File: src/rtl/dp_alu_pkg.sv
package dp_alu_pkg;

  localparam logic [4:0] OP_AND  = 5'd0;
  localparam logic [4:0] OP_EOR  = 5'd1;
  localparam logic [4:0] OP_SUB  = 5'd2;
  localparam logic [4:0] OP_RSB  = 5'd3;
  localparam logic [4:0] OP_ADD  = 5'd4;
  localparam logic [4:0] OP_ADC  = 5'd5;
  localparam logic [4:0] OP_SBC  = 5'd6;
  localparam logic [4:0] OP_RSC  = 5'd7;
  localparam logic [4:0] OP_TST  = 5'd8;
  localparam logic [4:0] OP_TEQ  = 5'd9;
  localparam logic [4:0] OP_CMP  = 5'd10;
  localparam logic [4:0] OP_CMN  = 5'd11;
  localparam logic [4:0] OP_ORR  = 5'd12;
  localparam logic [4:0] OP_MOV  = 5'd13;
  localparam logic [4:0] OP_BIC  = 5'd14;
  localparam logic [4:0] OP_MVN  = 5'd15;
  localparam logic [4:0] OP_ORN  = 5'd16;
  localparam logic [4:0] OP_MOVT = 5'd17;
  localparam logic [4:0] OP_LAST = OP_MOVT;

  typedef enum logic [1:0] {
    CLS_LOGIC = 2'd0,
    CLS_ADD   = 2'd1,
    CLS_SUB   = 2'd2,
    CLS_RSB   = 2'd3
  } op_class_e;

  function automatic op_class_e op_class(input logic [4:0] op);
    case (op)
      OP_ADD, OP_ADC, OP_CMN: op_class = CLS_ADD;
      OP_SUB, OP_SBC, OP_CMP: op_class = CLS_SUB;
      OP_RSB, OP_RSC:         op_class = CLS_RSB;
      default:                op_class = CLS_LOGIC;
    endcase
  endfunction

  function automatic logic op_is_compare(input logic [4:0] op);
    op_is_compare = (op == OP_TST) || (op == OP_TEQ) ||
                    (op == OP_CMP) || (op == OP_CMN);
  endfunction

  function automatic logic op_is_known(input logic [4:0] op);
    op_is_known = (op <= OP_LAST);
  endfunction

endpackage

File: src/rtl/dp_alu_logic.sv
module dp_alu_logic
  import dp_alu_pkg::*;
#(
  parameter int unsigned DATA_W = 32
) (
  input  logic [4:0]        op,
  input  logic [DATA_W-1:0] a,
  input  logic [DATA_W-1:0] b,
  output logic [DATA_W-1:0] res
);

  localparam int unsigned HALF_W = DATA_W / 2;

  function automatic logic [DATA_W-1:0] bitwise_op(
    input logic [4:0] code, input logic [DATA_W-1:0] x, input logic [DATA_W-1:0] y);
    case (code)
      OP_AND, OP_TST: bitwise_op = x & y;
      OP_EOR, OP_TEQ: bitwise_op = x ^ y;
      OP_ORR:         bitwise_op = x | y;
      OP_MOV:         bitwise_op = y;
      OP_BIC:         bitwise_op = x & ~y;
      OP_MVN:         bitwise_op = ~y;
      OP_ORN:         bitwise_op = x | ~y;
      OP_MOVT:        bitwise_op = {y[HALF_W-1:0], x[HALF_W-1:0]};
      default:        bitwise_op = '0;
    endcase
  endfunction

  assign res = bitwise_op(op, a, b);

endmodule

File: src/rtl/dp_alu_arith.sv
module dp_alu_arith
  import dp_alu_pkg::*;
#(
  parameter int unsigned DATA_W = 32
) (
  input  logic [4:0]        op,
  input  logic [DATA_W-1:0] a,
  input  logic [DATA_W-1:0] b,
  input  logic              old_c,
  output logic [DATA_W-1:0] res,
  output logic              c_out,
  output logic              v_out
);

  localparam int unsigned MSB = DATA_W - 1;

  logic [DATA_W-1:0] add_x;
  logic [DATA_W-1:0] add_y;
  logic              add_cin;
  logic [DATA_W:0]   add_sum;

  function automatic logic [DATA_W:0] wide_add(
    input logic [DATA_W-1:0] x, input logic [DATA_W-1:0] y, input logic cin);
    wide_add = {1'b0, x} + {1'b0, y} + {{DATA_W{1'b0}}, cin};
  endfunction

  always_comb begin
    add_x   = a;
    add_y   = b;
    add_cin = 1'b0;
    case (op)
      OP_ADC: add_cin = old_c;
      OP_SUB, OP_CMP: begin add_y = ~b; add_cin = 1'b1; end
      OP_SBC: begin add_y = ~b; add_cin = old_c; end
      OP_RSB: begin add_x = b; add_y = ~a; add_cin = 1'b1; end
      OP_RSC: begin add_x = b; add_y = ~a; add_cin = old_c; end
      default: ;
    endcase
  end

  assign add_sum = wide_add(add_x, add_y, add_cin);
  assign res     = add_sum[MSB:0];
  assign c_out   = add_sum[DATA_W];
  assign v_out   = (add_x[MSB] == add_y[MSB]) && (add_sum[MSB] != add_x[MSB]);

endmodule

File: src/rtl/dp_alu_flags.sv
module dp_alu_flags
  import dp_alu_pkg::*;
#(
  parameter int unsigned DATA_W = 32,
  parameter int unsigned STAT_W = 32
) (
  input  logic              flags_go,
  input  op_class_e         cls,
  input  logic [DATA_W-1:0] res,
  input  logic              arith_c,
  input  logic              arith_v,
  input  logic              logic_c,
  input  logic [STAT_W-1:0] status_in,
  output logic [STAT_W-1:0] status_next
);

  localparam int unsigned N_POS = STAT_W - 1;
  localparam int unsigned Z_POS = STAT_W - 2;
  localparam int unsigned C_POS = STAT_W - 3;
  localparam int unsigned V_POS = STAT_W - 4;

  always_comb begin
    status_next = status_in;
    if (flags_go) begin
      status_next[N_POS] = res[DATA_W-1];
      status_next[Z_POS] = (res == '0);
      if (cls == CLS_LOGIC) begin
        status_next[C_POS] = logic_c;
      end else begin
        status_next[C_POS] = arith_c;
        status_next[V_POS] = arith_v;
      end
    end
  end

endmodule

File: src/rtl/dp_alu.sv
module dp_alu
  import dp_alu_pkg::*;
#(
  parameter int unsigned DATA_W = 32,
  parameter int unsigned STAT_W = 32
) (
  input  logic              clk,
  input  logic              rst_n,
  input  logic [4:0]        opcode,
  input  logic              set_flags,
  input  logic [DATA_W-1:0] op_a,
  input  logic [DATA_W-1:0] op_b,
  input  logic              shift_carry,
  input  logic              imm_rotated,
  input  logic [STAT_W-1:0] status_in,
  output logic [DATA_W-1:0] result,
  output logic              dest_we,
  output logic [STAT_W-1:0] status_out
);

  localparam int unsigned C_POS = STAT_W - 3;

  op_class_e         cls_w;
  logic              known_w;
  logic              is_cmp_w;
  logic              flags_go_w;
  logic              logic_c_w;
  logic              arith_c_w;
  logic              arith_v_w;
  logic [DATA_W-1:0] logic_res_w;
  logic [DATA_W-1:0] arith_res_w;
  logic [DATA_W-1:0] res_next;
  logic [STAT_W-1:0] status_next;
  logic              we_next;

  assign cls_w      = op_class(opcode);
  assign known_w    = op_is_known(opcode);
  assign is_cmp_w   = op_is_compare(opcode);
  assign flags_go_w = set_flags && known_w;
  assign logic_c_w  = imm_rotated ? op_b[DATA_W-1] : shift_carry;

  dp_alu_logic #(.DATA_W(DATA_W)) u_logic (
    .op  (opcode),
    .a   (op_a),
    .b   (op_b),
    .res (logic_res_w)
  );

  dp_alu_arith #(.DATA_W(DATA_W)) u_arith (
    .op    (opcode),
    .a     (op_a),
    .b     (op_b),
    .old_c (status_in[C_POS]),
    .res   (arith_res_w),
    .c_out (arith_c_w),
    .v_out (arith_v_w)
  );

  always_comb begin
    if (!known_w)                res_next = '0;
    else if (cls_w == CLS_LOGIC) res_next = logic_res_w;
    else                         res_next = arith_res_w;
  end

  assign we_next = known_w && !is_cmp_w;

  dp_alu_flags #(.DATA_W(DATA_W), .STAT_W(STAT_W)) u_flags (
    .flags_go    (flags_go_w),
    .cls         (cls_w),
    .res         (res_next),
    .arith_c     (arith_c_w),
    .arith_v     (arith_v_w),
    .logic_c     (logic_c_w),
    .status_in   (status_in),
    .status_next (status_next)
  );

  always_ff @(posedge clk or negedge rst_n) begin
    if (!rst_n) begin
      result     <= '0;
      dest_we    <= 1'b0;
      status_out <= '0;
    end else begin
      result     <= res_next;
      dest_we    <= we_next;
      status_out <= status_next;
    end
  end

endmodule

File: config.mk
export PLATFORM = sky130hd
export DESIGN_NAME = dp_alu
export DESIGN_NICKNAME = d
export VERILOG_FILES = /design/src/rtl/dp_alu_pkg.sv /design/src/rtl/dp_alu_logic.sv /design/src/rtl/dp_alu_arith.sv /design/src/rtl/dp_alu_flags.sv /design/src/rtl/dp_alu.sv
export SDC_FILE = /design/constraint.sdc
export NUM_CORES = 1
export LEC_CHECK = 0
export CAP_MARGIN = 20
export CORE_ASPECT_RATIO = 2
export CORE_MARGIN = 3
export CORE_UTILIZATION = 41
export CTS_BUF_LIST = sky130_fd_sc_hd__clkbuf_4
export DETAILED_ROUTE_END_ITERATION = 10
export PLACE_DENSITY = 0.68
export SYNTH_ARGS = -nofsm -noshare
export SYNTH_HDL_FRONTEND = slang
export SYNTH_SLANG_ARGS = --single-unit
File: constraint.sdc
create_clock -name clk -period 0.8 [get_ports clk]
set_input_delay 0.24 -clock clk [delete_from_list [all_inputs] [get_ports clk]]
set_output_delay 0.24 -clock clk [all_outputs]
set_load 0.05 [all_outputs]
## Yosys cells after proc, flatten, opt, wreduce, memory -nomap -nowiden

Memories as Yosys holds them, arrays and structs flattened.
Cells that the tools add are included.

- Flip-flop bits (word level): 65
- ROM bits: 32
- Bits of input ports: 106
- Memories: 1

Memory list:

| memory | words | bits a word | read ports | clocked after Yosys merged registers in | write ports | RTL line | text |
|---|---|---|---|---|---|---|---|
| (name not given) | 16 | 2 | 1 | 0 | 0 | dp_alu_pkg.sv:31 | `case (op)` |

- Add/sub/neg operators: 2
- Magnitude comparators: 1
- Eq/ne operators: 18
- Mux-type cells: 11
- Bitwise operators: 7
- Reduce and logical (&&, ||, !) cells: 16

Operators with widths:

| cell | count |
|---|---|
| 32-bit one-hot mux with 8 select lines | 1 |
| 32-bit 2-to-1 mux | 3 |
| 32-bit AND | 2 |
| 32-bit inverter | 2 |
| 32-bit OR | 2 |
| 32-bit one-hot mux with 2 select lines | 1 |
| 5-bit by 4-bit equality test with 1-bit output, second input constant | 8 |
| 32-bit by 32-bit adder with 33-bit output | 1 |
| 33-bit by 1-bit adder with 33-bit output | 1 |
| 32-bit logical NOT | 1 |
| 32-bit bitwise XOR | 1 |
| 5-bit by 3-bit equality test with 1-bit output, second input constant | 3 |
| 5-bit by 2-bit equality test with 1-bit output, second input constant | 2 |
| 5-bit equality test, second input constant | 2 |
| 3-bit OR reduction | 3 |
| 2-bit OR reduction | 3 |
| 5-bit by 1-bit equality test with 1-bit output, second input constant | 1 |
| 5-bit <= comparator, second input constant | 1 |
| 5-bit logical NOT | 1 |
| 4-bit 2-to-1 mux | 1 |
| 1-bit logical AND | 3 |
| 1-bit logical OR | 3 |
| 1-bit 2-to-1 mux | 3 |
| 2-bit logical NOT | 1 |
| 5 further kinds | 5 |

## Depth between registers and ports, before layout

- Word-level depth: 9
- Gate-level depth with buffers: 22
- Gate-level depth less buffers: 18

## Hierarchy

Synthesis repeated with hierarchy kept, for this count alone.

- Cells, all modules: 942
- Area, all modules: 7707.4 um2

By module, submodules not included:

| module | instances | cells an instance | area an instance (um2) |
|---|---|---|---|
| dp_alu | 1 | 224 | 2931.6 |
| dp_alu_arith | 1 | 389 | 2588.7 |
| dp_alu_logic | 1 | 281 | 1833.0 |
| dp_alu_flags | 1 | 48 | 354.1 |

## Least setup slack after synthesis

Ideal clock, no wire load.

- Path type: input -> register
- Start point: input port opcode[4]
- End point: register status_out[30]
- Setup time: 0.092 ns
- Arrival: 4.890 ns
- Setup slack: -4.182 ns
- Stages: 22
- Cells stage by stage: buf_2 clkbuf_1 clkbuf_1 nor3_1 or2_2 clkbuf_1 clkbuf_1 nand2_1 o21ai_0 o21ai_0 fa_1 fa_1 a21o_1 a221oi_2 a211o_1 a2111oi_2 or3_1 a31oi_1 o2111ai_1 nor4_1 nand4b_1 o31ai_2

- Word-level cells in the longest chain between the ends: 9
- Elaborated cells on any way between the ends: 36
- Those cells by class: add/sub: 2; order compare: 1; eq/ne: 15; mux: 8; reduce/logical: 10

RTL lines:

| element | RTL line | text |
|---|---|---|
| from (decl) | dp_alu.sv:9 | `input logic [4:0] opcode,` |
| 5-bit by 4-bit equality test with 1-bit output, or another cell as far along | dp_alu_arith.sv:31 | `case (op)` |
| 3-bit OR reduction (no line) / 2-bit OR reduction (equally long branches) | -- |  |
| 32-bit one-hot mux with 2 select lines / 32-bit 2-to-1 mux (equally long branches) | dp_alu_arith.sv:31 |  |
| 32-bit by 32-bit adder with 33-bit output | dp_alu_arith.sv:24 | `wide_add = {1'b0, x} + {1'b0, y} + {{DATA_W{1'b0}}, cin};` |
| 33-bit by 1-bit adder with 33-bit output | dp_alu_arith.sv:24 |  |
| 32-bit 2-to-1 mux | dp_alu.sv:61 | `else if (cls_w == CLS_LOGIC) res_next = logic_res_w;` |
| 32-bit 2-to-1 mux | dp_alu.sv:60 | `if (!known_w) res_next = '0;` |
| 32-bit logical NOT | dp_alu_flags.sv:26 | `status_next[Z_POS] = (res == '0);` |
| 4-bit 2-to-1 mux (*) | dp_alu_flags.sv:24 | `if (flags_go) begin` |
| named net status_next[30] | dp_alu.sv:33 | `logic [STAT_W-1:0] status_next;` |
| to (signal assigned) | dp_alu.sv:86 | `status_out <= status_next;` |
| to (decl) | dp_alu.sv:18 | `output logic [STAT_W-1:0] status_out` |

The timed path passes the listed nets; every way through them passes the cells marked *.

## Worst setup path in the final report

Ends and elaborated chain as after synthesis.

==> flow_summary.yaml <==
status:
  status: "finished with violations"
  violations: "negative setup slack"
clock_tree:
  cts_tree: "built"
  cts_root_buf: "clkbuf_4"
  htreeDepth: 3
  clock-sinks: 65
  clock_path_buffers: 2
  path_clk_slew_ns: 0.11
  cts_made_buffers: 9
drt:
  routed_wl_um: 35100
  vias: 9789
  antenna_left: 0
  viasPerCell: 6.12
  route.detailed.drc: 0
  dr.first_iter.drc_count: 776
  drt_first_pass_iters: 7
  wl_per_cell_um: 21.9
setup_path:
  crit_type: "input pin to flip-flop"
  critPathArrivalTime_ns: 4.58
  critPathLaunchType: "input pin"
  cp_max_fo: 3
  endpoint_kind: "flip-flop"
  cp.required_ns: 1.15
logic_synthesis:
  synthSimpleGateAreaFrac_pct: 23.8
  synth_edf_count: 0
  muxShareOfSynthArea_pct: 1.62
  synth_seq_area_share_pct: 23.7
  ys_warn_count: 0
  synth_top_family_by_area: "compound AO/OA/AOI/OAI gates"
  synthFlopType: "dfrtp_1"
  synth-seq-cells: 65
  syn_inst: 929
  synth_adder_area_share_pct: 6.23
  synth_nets: 1068
  ys_types: 89
  synth_compound_area_share_pct: 36.1
  synth_area_um2: 6860
  syn_area_per_cell_um2: 7.39
  synthXorXnorAreaFrac_pct: 2.42
  async_flop_share_pct: 100
global_routing:
  grt_pass1_wl_um: 51700
  gr-total-overflow: 0
  met3_usage_pct: 5.49
  grt-busiest-layer: "met2"
  grt_max_degree: 43
  grtUsageTotal_pct: 36.1
  grt_pass1_vias: 9754
  antenna_found_initial: 1
  use_met2_pct: 64.6
  met1_usage_pct: 34.5
floorplan:
  core-area_um2: 16400
  die_width_um: 97.5
  dieArea_um2: 18400
  num_rows: 66
  chipHeight_um: 189
  num_io_pins: 171
  start_util_pct: 42.0
finish:
  drive_gt1_share_pct: 46.4
  syn2layout_area_growth_pct: 90.1
  layout_commonest_cell: "buf_4"
  final_cell_mix: "buf_4 (320), nand2_1 (167), clkdlybuf4s50_1 (96), o21ai_0 (73), buf_12 (71)"
  layout.nets: 1530
pwr:
  p_per_area_nw_per_um2: 1410
  irDropWorstVdd_mv: 0.821
  totalPowerFinal_mw: 18.4
  leakage_nw: 5.71
place:
  dpl.hpwl_um: 26300
  port_buffers: 170
  post-place-ws_ns: -4.37
  gp_congestion: 1.10
sta:
  rsz0062_at_grt: "true"
  fin_crit_ns: 4.23
  max_freq_mhz: 236
  relSlewSlack_pct: 56.6
  tightestPinTransition_ns: 0.643
  setup_viol: 101
  hold_violations: 0
  fin_ws_ns: -3.43
  post-route-period-util_pct: 529
  final_max_slew_viol_count: 0
job:
  cap_violations: 0
hold_path:
  holdCritPathClass: "input pin to async pin"
## stage by stage
stage	setup TNS (ns)	hold slack, ns	instance area [um2]	std cells	util [%]
2_1_floorplan	-91.14	-0.0556	7090	929	-
3_3_place_gp	-111.34	0.0893	11600	1536	71.1
3_5_place_dp	-112.98	0.0879	11600	1536	71.1
4_1_cts	-105.09	0.147	12700	1585	77.5
5_1_grt	-114.40	0.164	13100	1600	79.8
6_report	-108.87	0.152	13100	1600	79.8
## synthesized netlist by cell type (11+ instances only)
cell type  instances  area share (%)
dfrtp_1           65              24
nor3_1            13            0.95
a211oi_1          14             1.5
nand3_1           13            0.95
xnor2_1           11             1.4
o21ai_0          109             7.9
o2111ai_1         15             1.9
inv_1             20             1.1
nand2_1          179             9.8
a21oi_1           66             4.8
nor2b_1           14             1.3
ha_1              31             5.7
nor2_1            47             2.6
a211o_1           14             1.8
nand2b_1          13             1.2
buf_2             17             1.2
a21o_1            16             1.7
clkbuf_1          47             2.6
## state kept, by name (all words and copies together) (netlist names)
name / flops
result: 32
dest_we: 1
status_out: 32
## critical path, stage by stage
cell,delay (ns)
buf_8,0.11
buf_6,0.11
nor3_4,0.19
or2_4,0.16
nand2_2,0.06
o21ai_2,0.08
o21ai_2,0.08
fa_2,0.41
fa_2,0.39
a21o_1,0.21
buf_6,0.13
a221oi_4,0.26
buf_6,0.15
buf_6,0.10
xnor2_4,0.07
nor2_4,0.10
o221ai_2,0.11
a2111oi_2,0.42
nand4_1,0.27
nor4_4,0.35
buf_4,0.18
nand4b_1,0.14
o31ai_2,0.27
## final timing paths
check                          start              to  slack, ns
max                        opcode[4]  status_out[30]      -3.43
min                            rst_n   status_out[2]       0.15
min in group clk           opcode[3]         dest_we       0.21
max in group asynchronous      rst_n  status_out[31]       0.15
## layout make-up
type | instances | area [um2]
multi-input cells | 772 | 5680
repair buffers | 523 | 5200
fillers | 1069 | 3300
flip-flops and latches | 65 | 1710
well taps | 204 | 255
clock buffers | 10 | 75.1
inverters | 20 | 75.1
clock inverters | 5 | 47.5
diodes | 1 | 2.50
## cell families (layout without fill, tap and decap cells)
logic type	after synthesis	after routing
AOI/OAI and AO/OA	363	363
and+or+nand+nor	346	346
buffers and inverters	92	558
DFF	65	65
adders and majority gates	33	33
xor gates and xnor gates	19	19
muxes	11	11
other	0	1
## timing repair
action                                  in CTS  in global routing
hold buffers                                 1                  0
endpoints found under the hold margin       65                  0
pin swaps                                   56                 60
gates cloned                                 1                  0
setup buffers                               34                 24
endpoints found under the setup margin     102                102
gates resized for setup                    177                 71
## report_power, final
part	switching, mW	internal (mW)	leakage [nW]
clock	1.19	0.940	0.0711
combinational	6.20	6.09	4.93
sequential	0.292	3.69	0.710
## per-layer routing
metal  up-vias  share of wire (%)
li1       4394                  -
met3       223                7.2
met1      4549                 31
met2       623                 51
met4         0                 11
met5         -                  0
(Power assumes the default switching activity.)
